### config.mk
export PLATFORM = sky130hd
export DESIGN_NAME = ddr_init_seq
export DESIGN_NICKNAME = d
export VERILOG_FILES = /design/src/rtl/ddr_init_pkg.sv /design/src/rtl/ddr_init_timer.sv /design/src/rtl/ddr_init_cmd_enc.sv /design/src/rtl/ddr_init_seq.sv
export SDC_FILE = /design/constraint.sdc
export NUM_CORES = 1
export LEC_CHECK = 0
export ABC_CLOCK_PERIOD_IN_PS = 2310
export BUFFER_PORTS_ARGS = -buffer_cell sky130_fd_sc_hd__buf_2
export CAP_MARGIN = 20
export CORE_MARGIN = 8
export CORE_UTILIZATION = 52
export CTS_BUF_LIST = sky130_fd_sc_hd__clkbuf_4 sky130_fd_sc_hd__clkbuf_8 sky130_fd_sc_hd__clkbuf_16
export CTS_CLUSTER_DIAMETER = 60
export CTS_CLUSTER_SIZE = 10
export DETAILED_ROUTE_END_ITERATION = 8
export GPL_ROUTABILITY_DRIVEN = 0
export PLACE_DENSITY_LB_ADDON = 0.3
export SETUP_SLACK_MARGIN = 0.4
export SYNTH_ARGS = -nofsm -noshare
export SYNTH_HDL_FRONTEND = slang
export SYNTH_SLANG_ARGS = --single-unit
### constraint.sdc
create_clock -name clk -period 2.31 [get_ports clk]
set_input_delay 0.5775 -clock clk [delete_from_list [all_inputs] [get_ports clk]]
set_output_delay 0.5775 -clock clk [all_outputs]
set_load 0.01 [all_outputs]
### src/rtl/ddr_init_pkg.sv
package ddr_init_pkg;

    typedef enum logic [3:0] {
        ST_IDLE,
        ST_PU_WAIT,
        ST_CKE_NOP,
        ST_PRE_A,
        ST_EMRS,
        ST_MRS_DLL,
        ST_PRE_B,
        ST_REF_A,
        ST_REF_B,
        ST_MRS_OP,
        ST_GAP,
        ST_READY
    } init_state_e;

    typedef struct packed {
        init_state_e state;
        init_state_e after;
    } seq_t;

    // Command codes in the order {CS#, RAS#, CAS#, WE#}
    localparam logic [3:0] CMD_NOP = 4'b0111;
    localparam logic [3:0] CMD_PRE = 4'b0010;
    localparam logic [3:0] CMD_REF = 4'b0001;
    localparam logic [3:0] CMD_MRS = 4'b0000;

    localparam int PALL_BIT = 10;

endpackage

### src/rtl/ddr_init_timer.sv
module ddr_init_timer #(
    parameter int CNT_W = 8
) (
    input  logic             clk,
    input  logic             rst_n,
    input  logic             load_i,
    input  logic [CNT_W-1:0] value_i,
    output logic             expired_o
);

    logic [CNT_W-1:0] cnt_d, cnt_q;

    always_comb begin
        cnt_d = cnt_q;
        if (load_i) begin
            cnt_d = value_i;
        end else if (cnt_q != '0) begin
            cnt_d = cnt_q - CNT_W'(1);
        end
    end

    always_ff @(posedge clk or negedge rst_n) begin
        if (!rst_n) begin
            cnt_q <= '0;
        end else begin
            cnt_q <= cnt_d;
        end
    end

    assign expired_o = (cnt_q == '0);

endmodule

### src/rtl/ddr_init_cmd_enc.sv
module ddr_init_cmd_enc
    import ddr_init_pkg::*;
#(
    parameter int               ADDR_W      = 13,
    parameter int               BA_W        = 2,
    parameter logic [ADDR_W-1:0] MR_VAL     = 13'h022,
    parameter logic [ADDR_W-1:0] EMR_VAL    = 13'h000,
    parameter int               DLL_RST_BIT = 8
) (
    input  init_state_e       state_i,
    output logic              cke_o,
    output logic [3:0]        cmd_o,
    output logic [BA_W-1:0]   ba_o,
    output logic [ADDR_W-1:0] addr_o,
    output logic              ready_o
);

    localparam logic [ADDR_W-1:0] DLL_MASK  = ADDR_W'(1) << DLL_RST_BIT;
    localparam logic [ADDR_W-1:0] PALL_MASK = ADDR_W'(1) << PALL_BIT;

    always_comb begin
        cke_o   = 1'b1;
        cmd_o   = CMD_NOP;
        ba_o    = '0;
        addr_o  = '0;
        ready_o = 1'b0;
        unique case (state_i)
            ST_IDLE, ST_PU_WAIT: begin
                cke_o = 1'b0;
            end
            ST_CKE_NOP, ST_GAP: begin
                cmd_o = CMD_NOP;
            end
            ST_PRE_A, ST_PRE_B: begin
                cmd_o  = CMD_PRE;
                addr_o = PALL_MASK;
            end
            ST_EMRS: begin
                cmd_o  = CMD_MRS;
                ba_o   = BA_W'(1);
                addr_o = EMR_VAL;
            end
            ST_MRS_DLL: begin
                cmd_o  = CMD_MRS;
                addr_o = MR_VAL | DLL_MASK;
            end
            ST_REF_A, ST_REF_B: begin
                cmd_o = CMD_REF;
            end
            ST_MRS_OP: begin
                cmd_o  = CMD_MRS;
                addr_o = MR_VAL & ~DLL_MASK;
            end
            ST_READY: begin
                ready_o = 1'b1;
            end
            default: begin
                cke_o = 1'b0;
            end
        endcase
    end

endmodule

### src/rtl/ddr_init_seq.sv
module ddr_init_seq
    import ddr_init_pkg::*;
#(
    parameter int                ADDR_W        = 13,
    parameter int                BA_W          = 2,
    parameter int                CLK_PERIOD_PS = 5000,
    parameter int                POWERUP_NS    = 200000,
    parameter int                T_RP          = 3,
    parameter int                T_MRD         = 2,
    parameter int                T_RFC         = 14,
    parameter int                T_DLL         = 200,
    parameter logic [ADDR_W-1:0] MR_VAL        = 13'h022,
    parameter logic [ADDR_W-1:0] EMR_VAL       = 13'h000,
    parameter int                DLL_RST_BIT   = 8
) (
    input  logic              clk,
    input  logic              rst_n,
    input  logic              pwr_stable_i,
    output logic              cke_o,
    output logic              cs_n_o,
    output logic              ras_n_o,
    output logic              cas_n_o,
    output logic              we_n_o,
    output logic [BA_W-1:0]   ba_o,
    output logic [ADDR_W-1:0] addr_o,
    output logic              init_done_o
);

    // Settling period rounded up to whole cycles
    localparam int PU_CYC  = (POWERUP_NS * 1000 + CLK_PERIOD_PS - 1) / CLK_PERIOD_PS;
    localparam int DLL_GAP = (T_DLL > T_MRD) ? T_DLL : T_MRD;
    localparam int MAX_A   = (PU_CYC > DLL_GAP) ? PU_CYC : DLL_GAP;
    localparam int MAX_B   = (T_RP > T_RFC) ? T_RP : T_RFC;
    localparam int MAX_W   = (MAX_A > MAX_B) ? MAX_A : MAX_B;
    localparam int CNT_W   = $clog2(MAX_W + 1);

    localparam logic [CNT_W-1:0] LD_PU  = CNT_W'(PU_CYC - 1);
    localparam logic [CNT_W-1:0] LD_RP  = CNT_W'(T_RP - 1);
    localparam logic [CNT_W-1:0] LD_MRD = CNT_W'(T_MRD - 1);
    localparam logic [CNT_W-1:0] LD_RFC = CNT_W'(T_RFC - 1);
    localparam logic [CNT_W-1:0] LD_DLL = CNT_W'(DLL_GAP - 1);

    typedef struct packed {
        logic              cke;
        logic [3:0]        cmd;
        logic [BA_W-1:0]   ba;
        logic [ADDR_W-1:0] addr;
        logic              rdy;
    } bus_t;

    localparam bus_t BUS_RST = '{cke: 1'b0, cmd: CMD_NOP, ba: '0, addr: '0, rdy: 1'b0};

    seq_t             seq_d, seq_q;
    bus_t             bus_d, bus_q;
    logic             tmr_load;
    logic [CNT_W-1:0] tmr_val;
    logic             tmr_done;

    ddr_init_timer #(
        .CNT_W (CNT_W)
    ) timer_i (
        .clk       (clk),
        .rst_n     (rst_n),
        .load_i    (tmr_load),
        .value_i   (tmr_val),
        .expired_o (tmr_done)
    );

    // Bus for the cycle after this edge, decoded from the next state
    ddr_init_cmd_enc #(
        .ADDR_W      (ADDR_W),
        .BA_W        (BA_W),
        .MR_VAL      (MR_VAL),
        .EMR_VAL     (EMR_VAL),
        .DLL_RST_BIT (DLL_RST_BIT)
    ) enc_i (
        .state_i (seq_d.state),
        .cke_o   (bus_d.cke),
        .cmd_o   (bus_d.cmd),
        .ba_o    (bus_d.ba),
        .addr_o  (bus_d.addr),
        .ready_o (bus_d.rdy)
    );

    always_comb begin
        seq_d    = seq_q;
        tmr_load = 1'b0;
        tmr_val  = '0;
        unique case (seq_q.state)
            ST_IDLE: begin
                if (pwr_stable_i) begin
                    seq_d.state = ST_PU_WAIT;
                    tmr_load    = 1'b1;
                    tmr_val     = LD_PU;
                end
            end
            ST_PU_WAIT: begin
                if (tmr_done) begin
                    seq_d.state = ST_CKE_NOP;
                end
            end
            ST_CKE_NOP: begin
                seq_d.state = ST_PRE_A;
            end
            ST_PRE_A: begin
                seq_d.state = ST_GAP;
                seq_d.after = ST_EMRS;
                tmr_load    = 1'b1;
                tmr_val     = LD_RP;
            end
            ST_EMRS: begin
                seq_d.state = ST_GAP;
                seq_d.after = ST_MRS_DLL;
                tmr_load    = 1'b1;
                tmr_val     = LD_MRD;
            end
            ST_MRS_DLL: begin
                seq_d.state = ST_GAP;
                seq_d.after = ST_PRE_B;
                tmr_load    = 1'b1;
                tmr_val     = LD_DLL;
            end
            ST_PRE_B: begin
                seq_d.state = ST_GAP;
                seq_d.after = ST_REF_A;
                tmr_load    = 1'b1;
                tmr_val     = LD_RP;
            end
            ST_REF_A: begin
                seq_d.state = ST_GAP;
                seq_d.after = ST_REF_B;
                tmr_load    = 1'b1;
                tmr_val     = LD_RFC;
            end
            ST_REF_B: begin
                seq_d.state = ST_GAP;
                seq_d.after = ST_MRS_OP;
                tmr_load    = 1'b1;
                tmr_val     = LD_RFC;
            end
            ST_MRS_OP: begin
                seq_d.state = ST_GAP;
                seq_d.after = ST_READY;
                tmr_load    = 1'b1;
                tmr_val     = LD_MRD;
            end
            ST_GAP: begin
                if (tmr_done) begin
                    seq_d.state = seq_q.after;
                end
            end
            ST_READY: begin
                seq_d.state = ST_READY;
            end
            default: begin
                seq_d.state = ST_IDLE;
            end
        endcase
    end

    always_ff @(posedge clk or negedge rst_n) begin
        if (!rst_n) begin
            seq_q <= '{state: ST_IDLE, after: ST_IDLE};
            bus_q <= BUS_RST;
        end else begin
            seq_q <= seq_d;
            bus_q <= bus_d;
        end
    end

    assign cke_o       = bus_q.cke;
    assign cs_n_o      = bus_q.cmd[3];
    assign ras_n_o     = bus_q.cmd[2];
    assign cas_n_o     = bus_q.cmd[1];
    assign we_n_o      = bus_q.cmd[0];
    assign ba_o        = bus_q.ba;
    assign addr_o      = bus_q.addr;
    assign init_done_o = bus_q.rdy;

endmodule

# Word-level counts from Yosys, hierarchy flattened
# Index checks and enable logic that the tools add are counted.
[classes] n_reduce_logical=13 n_addsub=1 mux=16 eq_ne=21
[ops] op="16-bit one-hot mux with 5 select lines" count=1
[ops] op="16-bit 2-to-1 mux" count=3
[ops] op="11-bit one-hot mux with 3 select lines" count=1
[ops] op="4-bit by 3-bit equality test with 1-bit output (second input constant)" count=8
[ops] op="4-bit equality test (second input constant)" count=8
[ops] op="4-bit one-hot mux with 7 select lines" count=1
[ops] op="4-bit one-hot mux with 6 select lines" count=1
[ops] op="4-bit by 2-bit equality test with 1-bit output (second input constant)" count=4
[ops] op="16-bit logical NOT" count=1
[ops] op="16-bit nonzero test" count=1
[ops] op="16-bit by 1-bit subtractor with 16-bit output (second input constant)" count=1
[ops] op="4-bit 2-to-1 mux" count=3
[ops] op="10-bit OR reduction" count=1
[ops] op="2-bit OR reduction" count=5
[ops] op="3-bit one-hot mux with 3 select lines" count=1
[ops] op="7-bit nonzero test" count=1
[ops] op="7-bit OR reduction" count=1
[ops] op="4-bit by 1-bit equality test with 1-bit output (second input constant)" count=1
[ops] op="4-bit logical NOT" count=1
[ops] op="1-bit 2-to-1 mux" count=4
[ops] op="3-bit OR reduction" count=1
[ops] op="1-bit one-hot mux with 2 select lines" count=1
[ops] op="2-bit nonzero test" count=1
[totals] word_cells=59 out_inout_bits=21 reg_bits=45

# Longest topological paths before layout
# Gate-level depths: netlist of the first run.
[depth] depth_word=6 depth_mapped=10 ltp_nobuf=9

# Cells and area by module
# From an unflattened synthesis of the first run, not the netlist that was laid out.
[hier_totals] cells_unflattened=227 hier_area_um2=2364.8
[modules_own_cells] mod="ddr_init_seq" area_per_inst_um2=1131.1 seq_area_each_um2=729.4 cells_per_inst=91 n_inst=1
[modules_own_cells] mod="ddr_init_timer" area_per_inst_um2=1006.0 seq_area_each_um2=400.4 cells_per_inst=104 n_inst=1
[modules_own_cells] mod="ddr_init_cmd_enc" area_per_inst_um2=227.7 seq_area_each_um2=0.0 cells_per_inst=32 n_inst=1

# Worst setup path after synthesis of the first run
# No wires, ideal clock.
[synth_path] path_type="flip-flop to flip-flop" start="reg timer_i.cnt_q[0]" end="reg timer_i.cnt_q[12]" period_less_slack_ns=2.192 arrival_ns=2.109 path_slack_ns=0.118 stages_incl_launch_ff=9 path_buffers=0 cell_sequence="dfrtp_1 -> inv_1 -> ha_1 -> or3b_2 -> nor3_1 -> nand2_1 -> or3_2 -> xor2_1 -> o21ai_0"
[synth_between] elab_chain_cells=3
[synth_lines] element="start: declaration" line="ddr_init_timer.sv:11" rtl="logic [CNT_W-1:0] cnt_d, cnt_q;"
[synth_lines] element="start signal: assignment" line="ddr_init_timer.sv:26" rtl="cnt_q <= cnt_d;"
[synth_lines] element="16-bit by 1-bit subtractor with 16-bit output" line="ddr_init_timer.sv:18" rtl="cnt_d = cnt_q - CNT_W'(1);"
[synth_lines] element="16-bit 2-to-1 mux" line="ddr_init_timer.sv:17" rtl="end else if (cnt_q != '0) begin"
[synth_lines] element="16-bit 2-to-1 mux" line="ddr_init_timer.sv:15" rtl="if (load_i) begin"
# Several ways; a longest one is shown, not always the timed one. The select of a mux whose other input is x is not followed.
# A chain may end at the register's enable or synchronous reset.

# Worst setup path in the final report of the first run
[layout_path] start="reg timer_i.cnt_q[11]" end="reg bus_q (netlist bit addr_o[5])"
[layout_between] elab_chain_cells=6
[layout_lines] element="16-bit logical NOT *" line="ddr_init_timer.sv:30" rtl="assign expired_o = (cnt_q == '0);"
[layout_lines] element="4-bit 2-to-1 mux (on tied branches)" line="ddr_init_seq.sv:148, ddr_init_seq.sv:98"
[layout_lines] element="4-bit one-hot mux with 6 select lines *" line="ddr_init_seq.sv:89" rtl="unique case (seq_q.state)"
[layout_lines] element="via enc_i.state_i[3]" line="ddr_init_cmd_enc.sv:10" rtl="input init_state_e state_i,"
[layout_lines] element="4-bit by 2-bit equality test with 1-bit output or 4-bit by 3-bit equality test with 1-bit output (tied branches)" line="ddr_init_cmd_enc.sv:27" rtl="unique case (state_i)"
[layout_lines] element="2-bit OR reduction" line="ddr_init_cmd_enc.sv:27"
[layout_lines] element="11-bit one-hot mux with 3 select lines *" line="ddr_init_cmd_enc.sv:27"
[layout_lines] element="end signal: assignment" line="ddr_init_seq.sv:167" rtl="bus_q <= bus_d;"
[layout_lines] element="end: declaration" line="ddr_init_seq.sv:54" rtl="bus_t bus_d, bus_q;"
# Mark *: on every way through the listed nets, which the timed path passes. The rest lies on a longest branch.

==> results.md, run 1 <==
- Status: finished clean
- Final setup violation count: 0
- Max clock buf depth: 2
- Pwr/cell area: 497.9 nW/µm²
- Core footprint: 3606 µm²
- Multi-input gate area: 1110 µm²
- Reg clk slew, reported paths: 0.07 ns
- CP arrival: 2.36 ns
- FP Rows: 22
- Post-synthesis sequential area ratio: 43.00%
- Synthesized area: 1929 µm²
- Relative slew margins: 51.40%
- First-pass DRT Iterations: 4
- Max IR drop VDD: 0.5434 mV
- Root Buffer: clkbuf_8
- Syn Inst Count: 213
- Nets: 258
- Hold Slack: 0.3423 ns
- Final routed DRC violation total: 0
- Height of the chip: 76.91 µm
- Area share of the largest cell type after synthesis: 38.91%
- Worst hold path type: in -> async
- Setup TNS: 0 ns
- Register bit total from synthesis: 33
- Area Growth Syn to Fin: 30.16%
- Post-synth EDFFs: 0
- Reg2Reg Depth: 7
- Period utilization: 93.50%
- Switching Share: 19.39%
- Fillers: 268
- Main synth FF type: dfrtp_1
- Ranking of synthesized cells by area: dfrtp_1, buf_4, nor2_1
- CP Launch Type: flip-flop
- Synth warn: 0
- Mean post-synth cell area: 9.058 µm²
- Num CTS Buffers: 5
- Congestion Overflow GR: 0
- First-pass GRT wire length: 7.383 mm
- Initial antenna violation count: 0
- Total GRT Usage: 15.42%
- Worst r2r src: timer_i.cnt_q[11]
- Pint: 0.001008 W
- Total wire length: 4.685 mm
- RSZ-0062 raised after global routing: true
- Setup crit end kind: flip-flop
- Hold buffers post-CTS: 0
- Post-synth cell types: 50
- Slew Limit Fails: 0
- Sequential Power Share: 46.2%
- Top-count cell post-synth: dfrtp_1
- Clk_lat worst skew: 0.29 ns
- Hold Fails Final Rpt: 0
- DRT iter0 DRCs: 148
- Yosys top cell by area: dfrtp_1
- Skew final: 0.004091 ns
- Via/cell ratio: 5.614
- Die area: 5915 µm²
- H-tree levels: 2
- Fmax achieved: 463.0 MHz
- Antenna-violating nets left: 0
- R2R Setup Slk: 0.15 ns
- Critical Path RT: 2.51 ns
- Net Sw Power: 0.0002424 W
- Leakage power: 1.053 nW
- Post-synth ARST share: 100.0%
- Diode count: 0
- Worst Path Max Fanout: 6
- DP HPWL: 2.911 mm
- CTS Sinks: 33
- Initial Utilization: 53.50%
- Die W: 76.91 µm
- R2r endpoint: addr_o[5]
- Layout cells sized above 1: 34.90%
- Final min period: 2.160 ns
- Wire per inst: 15.46 µm
- Critical path class: reg -> reg
- Largest net degree at the start of global routing: 34
- Max_cap viols: 0
- CTS tree: yes
- Tightest Pin Transition: 0.7289 ns
- Vias in the first global route: 1578
- Synth top cells by count: dfrtp_1, nor2_1
- Final core utilization: 69.64%
- Clock share of power: 52.0%
- I/O pin total: 24
- Port Buffers: 12
- Storage cell area: 829.5 µm²
- Power share of the combinational group: 1.7%
- Vias: 1701
-- layout make-up --
type	count	share of cell area [%]
multi-input cells	160	44.20
flip-flops and latches	33	33.03
repair buffers	44	13.05
clock buffers	5	2.740
clock inverters	3	2.591
well taps	48	2.392
inverters	10	1.993
-- layer usage --
| layer | vias up | part of all wire (%) | track usage (%) |
|---|---|---|---|
| met4 | 0 | 1.7 | 6.346 |
| met2 | 51 | 49 | 24.81 |
| met1 | 818 | 44 | 18.52 |
| li1 | 823 | - | - |
| met5 | - | 0 | 0 |
| met3 | 9 | 5.6 | 4.895 |
-- power by group through the flow --
stage          registers [W]  clock network [W]   logic, W
6_report            0.000578           0.000651  0.0000218
5_1_grt             0.000577           0.000685  0.0000257
4_1_cts             0.000578           0.000657  0.0000219
3_5_place_dp        0.000589                  0  0.0000219
3_3_place_gp        0.000589                  0  0.0000216
2_1_floorplan       0.000589                  0  0.0000219
-- worst max-delay path, stage by stage, from the launching register on --
cell	delay, ns
dfrtp_1	0.38
or4_4	0.58
or3_4	0.40
nor3_4	0.14
or2_4	0.21
inv_6	0.06
xnor2_1	0.13
nor3_1	0.18
-- state kept, by name, summed over array words and instances, names as in the netlist --
name,flops
cke_o,1
init_done_o,1
addr_o,3
seq_q,8
we_n_o,1
timer_i.cnt_q,16
ras_n_o,1
ba_o,1
cas_n_o,1
-- worst max-delay path by stage --
stage | startpoint | endpoint | cells after the start
2_1_floorplan | timer_i.cnt_q[11] | we_n_o | 8
3_3_place_gp | timer_i.cnt_q[11] | we_n_o | 7
3_5_place_dp | timer_i.cnt_q[11] | we_n_o | 7
4_1_cts | timer_i.cnt_q[11] | we_n_o | 6
5_1_grt | timer_i.cnt_q[11] | addr_o[5] | 7
6_report | timer_i.cnt_q[11] | addr_o[5] | 7
-- logic make-up after synthesis --
family / synth area share, %
adder cells (fa/ha/maj): 0.6484
AND/OR/NAND/NOR: 27.17
buffers and inverters: 9.014
flip-flops: 43.00
AO/OA/AOI/OAI: 14.98
XOR/XNOR: 4.994
other: 0.1944
-- per-stage QoR --
stage                     setup WS [ns]  total power, W  instance area, µm²  instances
after floorplan                  0.2450       0.0006108                1991        223
after global placement           0.1033       0.0006103                2069        275
after detailed placement        0.02261       0.0006106                2069        275
after CTS                        0.2270        0.001257                2410        298
after global routing            0.06487        0.001288                2511        303
final                            0.1501        0.001250                2511        303
-- what timing repair did --
| action | in CTS | in global routing |
|---|---|---|
| resized for setup | 18 | 15 |
| setup buffers | 15 | 5 |
| setup endpoints to repair | 19 | 27 |
| pin swaps | 14 | 8 |
-- layout by cell type (no fill, tap or decap), types with 2 or more instances in the layout --
| cell | count |
|---|---|
| dfrtp_1 | 30 |
| buf_4 | 27 |
| nor2_1 | 22 |
| nand2_1 | 13 |
| a21oi_1 | 13 |
| buf_2 | 12 |
| o21ai_0 | 11 |
| conb_1 | 11 |
| nor3_1 | 9 |
| xnor2_1 | 8 |
| inv_1 | 5 |
| nand3_1 | 5 |
| clkbuf_8 | 5 |
| nand4_1 | 4 |
| nor4_1 | 4 |
| o22ai_1 | 4 |
| buf_6 | 4 |
| nor4_4 | 3 |
| nor2b_1 | 3 |
| nor3_2 | 3 |
| nor3_4 | 3 |
| xor2_1 | 3 |
| o22a_1 | 3 |
| dfstp_2 | 3 |
| inv_2 | 2 |
| or4_4 | 2 |
| or3_4 | 2 |
| nor3b_1 | 2 |
| inv_6 | 2 |
| o31ai_1 | 2 |
| nor4_2 | 2 |
| o21ai_1 | 2 |
| nand2b_1 | 2 |
| bufinv_16 | 2 |
Note: power is estimated with default switching activity, not from simulation.
==> inputs of run 2 (changes only) <==
- CORE_UTILIZATION: 52 -> 53
- SYNTH_HIERARCHICAL: default -> 1
==> results.md, run 2 <==
- Total wire length: 4.993 mm
- Syn Inst Count: 227
- DP HPWL: 3.211 mm
- CP cell instances: nor4_4 -> nand2b_1 -> nor2_4 -> buf_6 -> nor3_2 -> o21ai_1 -> o211ai_1 -> buf_4 -> and2_4 -> o221a_1
- Via/cell ratio: 5.432
- Antenna-violating nets left: 0
- Yosys top cell by area: dfrtp_1
- Ranking of synthesized cells by area: dfrtp_1, buf_4, nand2b_1
- Critical Path RT: 2.53 ns
- I/O pin total: 24
- Largest register by flop count: timer_i/cnt_q
- Setup crit end kind: flip-flop
- Num CTS Buffers: 5
- CP max stage cell: dfrtp_2
- Final setup violation count: 0
- Clk_lat worst skew: 0.30 ns
- Critical path class: reg -> reg
- Hold Slack: 0.2321 ns
- Post-synth ARST share: 100.0%
- CP arrival: 2.36 ns
- Multi-input gate area: 1220 µm²
- Worst hold path type: in -> async
- Setup TNS: 0 ns
- Slew Limit Fails: 0
- Post-synth cell types: 57
- Register bit total from synthesis: 45
- Height of the chip: 82.80 µm
- Storage cell area: 1135 µm²
- DRT iter0 DRCs: 116
- Fmax achieved: 466.4 MHz
- Relative slew margins: 66.53%
- Largest net degree at the start of global routing: 25
- Core footprint: 4324 µm²
- Commonest non-fill, non-tap cell in the layout: dfrtp_1
- Max IR drop VDD: 0.5815 mV
- Nets: 282
- Fillers: 341
- Post-synth EDFFs: 0
- Port Buffers: 23
- Pwr/cell area: 1166 nW/µm²
- Root Buffer: clkbuf_8
- Main synth FF type: dfrtp_1
- Synth top cells by count: dfrtp_1, nand2b_1, nand2_1, buf_4
- Initial Utilization: 54.69%
- Reg clk slew, reported paths: 0.09 ns
- H-tree levels: 2
- Final min period: 2.144 ns
- CP Launch Type: flip-flop
- Tightest Pin Transition: 0.5021 ns
- Slowest stage delay, CP: 0.44 ns
- Post-synthesis sequential area ratio: 47.78%
- Skew final: 0.01423 ns
- FP Rows: 24
- Area Growth Syn to Fin: 23.54%
- Leakage power: 1.293 nW
- Vias in the first global route: 1724
- Max clock buf depth: 2
- Hold Fails Final Rpt: 0
- Max_cap viols: 0
- Total GRT Usage: 15.31%
- Die area: 6855 µm²
- Congestion Overflow GR: 0
- Synth warn: 6
- Die W: 82.80 µm
- Diode count: 0
- Initial antenna violation count: 0
- Layout cells sized above 1: 35.84%
- Top-count cell post-synth: dfrtp_1
- Final routed DRC violation total: 0
- Wire per inst: 15.08 µm
- Worst Path Max Fanout: 3
- First-pass DRT Iterations: 4
- CTS tree: yes
- First-pass GRT wire length: 8.121 mm
- Period utilization: 92.82%
- Mean post-synth cell area: 10.42 µm²
- CTS Sinks: 45
- Commonest cells after routing, fill and taps aside: dfrtp_1, buf_4, buf_2
- RSZ-0062 raised after global routing: true
- Status: finished clean
- Hold buffers post-CTS: 0
- Synthesized area: 2365 µm²
- Largest register FFs: 16
- Vias: 1798
- Area share of the largest cell type after synthesis: 44.44%
==> run 2: cell types whose count changed after synthesis, moves of 3 or more <==
cell / previous run / this run
a21oi_1: 14 / 7
and3_1: 0 / 3
clkbuf_1: 6 / 3
dfrtp_1: 30 / 42
inv_1: 7 / 2
nand2b_1: 4 / 17
nor2_1: 22 / 11
nor2b_1: 3 / 8
nor3_1: 14 / 8
nor4_1: 6 / 1
o211a_1: 0 / 6
o21ai_0: 14 / 11
xor2_1: 3 / 0
==> run 2: per-layer routing <==
layer,routed length [µm],vias to the layer above,track usage (%)
met3,210,5,4.418
met5,0,-,0
met4,56,0,4.828
met2,2589,34,25.72
li1,-,883,-
met1,2136,876,18.46
==> run 2: area by class of cell <==
| type | instances | share of cell area (%) |
|---|---|---|
| multi-input cells | 169 | 41.76 |
| clock inverters | 2 | 1.199 |
| flip-flops and latches | 45 | 38.84 |
| clock buffers | 6 | 2.612 |
| repair buffers | 55 | 13.10 |
| inverters | 2 | 0.2570 |
| well taps | 52 | 2.227 |
==> run 2: per-stage QoR <==
step                total power [W]  utilization (%)  instances  area, µm²  setup WS (ns)
floorplan                  0.002193                -        240       2439        0.02734
global placement           0.002518            60.27        311       2606         0.1595
detailed placement         0.002545            60.27        311       2606        0.07146
CTS                        0.003295            66.29        327       2867         0.2305
global route               0.003629            67.56        331       2922       0.007537
finish                     0.003407            67.56        331       2922         0.1658
==> run 2: repair_timing <==
item                                    4_1_cts  5_1_grt
buffers inserted                              7        4
cloned                                        1        0
pin swaps                                     8        6
resized for setup                            26        6
endpoints found under the setup margin       20       27
endpoints found under the hold margin         0        0
==> run 2: path summary, 6_finish.rpt <==
path | endpoint | depth (start not counted) | slack, ns | startpoint
worst max register to register | we_n_o | 10 | 0.17 | timer_i/cnt_q[11]
worst max-delay path | we_n_o | 10 | 0.17 | timer_i/cnt_q[11]
worst min-delay path | addr_o[12] | 1 | 0.23 | rst_n
max in group asynchronous | we_n_o | 2 | 1.48 | rst_n
worst min register to register | seq_q[3] | 2 | 0.55 | seq_q[3]
min in group clk | seq_q[3] | 2 | 0.55 | seq_q[3]
==> run 2: where the power goes <==
| group | internal [W] | switching (W) |
|---|---|---|
| Clock | 0.000333 | 0.000250 |
| Combinational | 0.000811 | 0.000761 |
| Sequential | 0.00101 | 0.000240 |
==> run 2: cells by family after synthesis <==
group / synth area share (%)
xor+xnor: 3.704
other cells: 0.3176
simple gates: 24.13
mux: 0.4233
flops: 47.78
compound gates: 15.13
fa+ha+maj: 0.5290
buf+inv: 7.989
==> run 2: worst max-delay path: cells and delay by family, from the launching register on <==
family / cells / cell delay [ns]
AND/OR/NAND/NOR: 5 / 0.82
flip-flops: 1 / 0.44
buffers and inverters: 2 / 0.30
AO/OA/AOI/OAI: 3 / 0.52
==> inputs of run 3 (changes only) <==
- ABC_CLOCK_PERIOD_IN_PS: 2310 -> 2300
- CORE_UTILIZATION: 53 -> 59
- clock period: 2.31 -> 2.3 ns (I/O delays scaled with it)
==> results.md, run 3 (same netlist as run 2, synthesis figures left out) <==
- Hold Fails Final Rpt: 0
- Reg2Reg Depth: 10
- Final Cell Area: 2803 µm²
- Root Buffer: clkbuf_8
- Relative slew margins: 50.46%
- Skew final: 0.004587 ns
- Die area: 6290 µm²
- Commonest cells after routing, fill and taps aside: dfrtp_1, buf_4, buf_2
- DRT iter0 DRCs: 106
- Period utilization: 93.39%
- Total GRT Usage: 16.03%
- Largest register by flop count: timer_i/cnt_q
- Critical path class: reg -> reg
- Slew Limit Fails: 0
- First-pass GRT wire length: 8.004 mm
- Worst Setup SP: timer_i/cnt_q[1]
- RSZ-0062 raised after global routing: true
- Fmax achieved: 465.6 MHz
- Wire per inst: 14.47 µm
- Placed cell count: 305
- Vias: 1766
- Pwr/cell area: 1134 nW/µm²
- Final routed DRC violation total: 0
- Total wire length: 4.688 mm
- I/O pin total: 24
- Leakage power: 1.247 nW
- Port Buffers: 23
- CTS tree: yes
- Largest register FFs: 16
- Worst hold path type: in -> async
- Reg clk slew, reported paths: 0.08 ns
- Antenna-violating nets left: 0
- R2R Setup Slk: 0.15 ns
- Vias in the first global route: 1785
- Critical Path RT: 2.53 ns
- Top routing layer used: met4
- Diode count: 0
- CP Launch Type: flip-flop
- Max IR drop VDD: 0.6285 mV
- H-tree levels: 2
- CP arrival: 2.38 ns
- Final min period: 2.148 ns
- Metal-1 WL: 2.040 mm
- Hold Slack: 0.3501 ns
- FP Rows: 23
- Congestion Overflow GR: 0
- Clk_lat worst skew: 0.29 ns
- CTS Sinks: 45
- Core footprint: 3943 µm²
- Met3 WL: 137 µm
- Final setup violation count: 0
- Via/cell ratio: 5.451
- Met2 wire len: 2.391 mm
- Total power draw: 0.003177 W
- Commonest non-fill, non-tap cell in the layout: dfrtp_1
- Area Growth Syn to Fin: 18.52%
- Max_cap viols: 0
- Layout cells sized above 1: 32.48%
- DP HPWL: 3.158 mm
- Initial antenna violation count: 0
- R2r endpoint: we_n_o
- Placed Instance Area: 2561 µm²
- Setup crit end kind: flip-flop
- Status: finished clean
- Setup TNS: 0 ns
- Max clock buf depth: 2
- Tightest Pin Transition: 0.7370 ns
- Final non-filler cell total: 324
- Height of the chip: 79.31 µm
- Worst r2r src: timer_i/cnt_q[1]
- Initial Utilization: 59.98%
- First-pass DRT Iterations: 4
- Largest net degree at the start of global routing: 46
- Worst Path Max Fanout: 8
- Num CTS Buffers: 5
- Die W: 79.31 µm
- Critical path destination: we_n_o
- Nets: 277
## run 3: cell count changes in the layout (fill, tap and decap cells not counted), sizes merged
cell and change:
clkinv +1, buf -5, bufinv -1
## run 3: layer usage
| layer | vias to the layer above | GRT usage, % |
|---|---|---|
| met2 | 31 | 27.69 |
| li1 | 870 | - |
| met1 | 854 | 17.77 |
| met3 | 11 | 4.515 |
| met4 | 0 | 7.593 |
| met5 | - | 0 |
## run 3: area by class of cell
cell class | instances | area (µm²)
clock buffers | 6 | 76.32
clock inverters | 2 | 10.01
fillers | 268 | 1140
inverters | 2 | 7.507
multi-input cells | 169 | 1199
flip-flops and latches | 45 | 1130
well taps | 50 | 62.56
repair buffers | 50 | 317.8
## run 3: critical path: stages, from the launching register on
cell and delay [ns]:
dfrtp_1 0.40, inv_2 0.09, ha_4 0.13, nor3b_4 0.21, nand3_2 0.14, nor2_4 0.18, and3b_2 0.24, nor2b_4 0.18
o22ai_4 0.11, nand2b_4 0.18, o221a_1 0.23
## run 3: how the worst min path moves through the flow
| stage | end | depth (start not counted) | slack (ns) | from |
|---|---|---|---|---|
| floorplan | addr_o[0] | 0 | 0.28 | rst_n |
| global placement | seq_q[3] | 2 | 0.54 | seq_q[3] |
| detailed placement | seq_q[3] | 2 | 0.55 | seq_q[3] |
| CTS | timer_i/cnt_q[5] | 2 | 0.37 | rst_n |
| global route | addr_o[12] | 2 | 0.41 | rst_n |
| finish | addr_o[12] | 2 | 0.35 | rst_n |
## run 3: timing repair
action,in CTS,in global routing
hold buffers,0,0
gates resized for setup,14,2
buffers inserted,10,1
pin swaps,4,3
endpoints found under the setup margin,15,29
## run 3: metrics by stage
stage                     setup slack (ns)  util [%]
after floorplan                    0.01734         -
after global placement             0.05106     64.96
after detailed placement           -0.1358     64.96
after CTS                           0.2361     70.71
after global routing               0.04427     71.09
final                               0.1520     71.09
## run 3: power by group
part	leakage, nW	switching, W	total (W)	internal [W]
sequential	0.537	0.000243	0.00125	0.00101
clock	0.0484	0.000251	0.000474	0.000222
combinational	0.661	0.000713	0.00145	0.000738
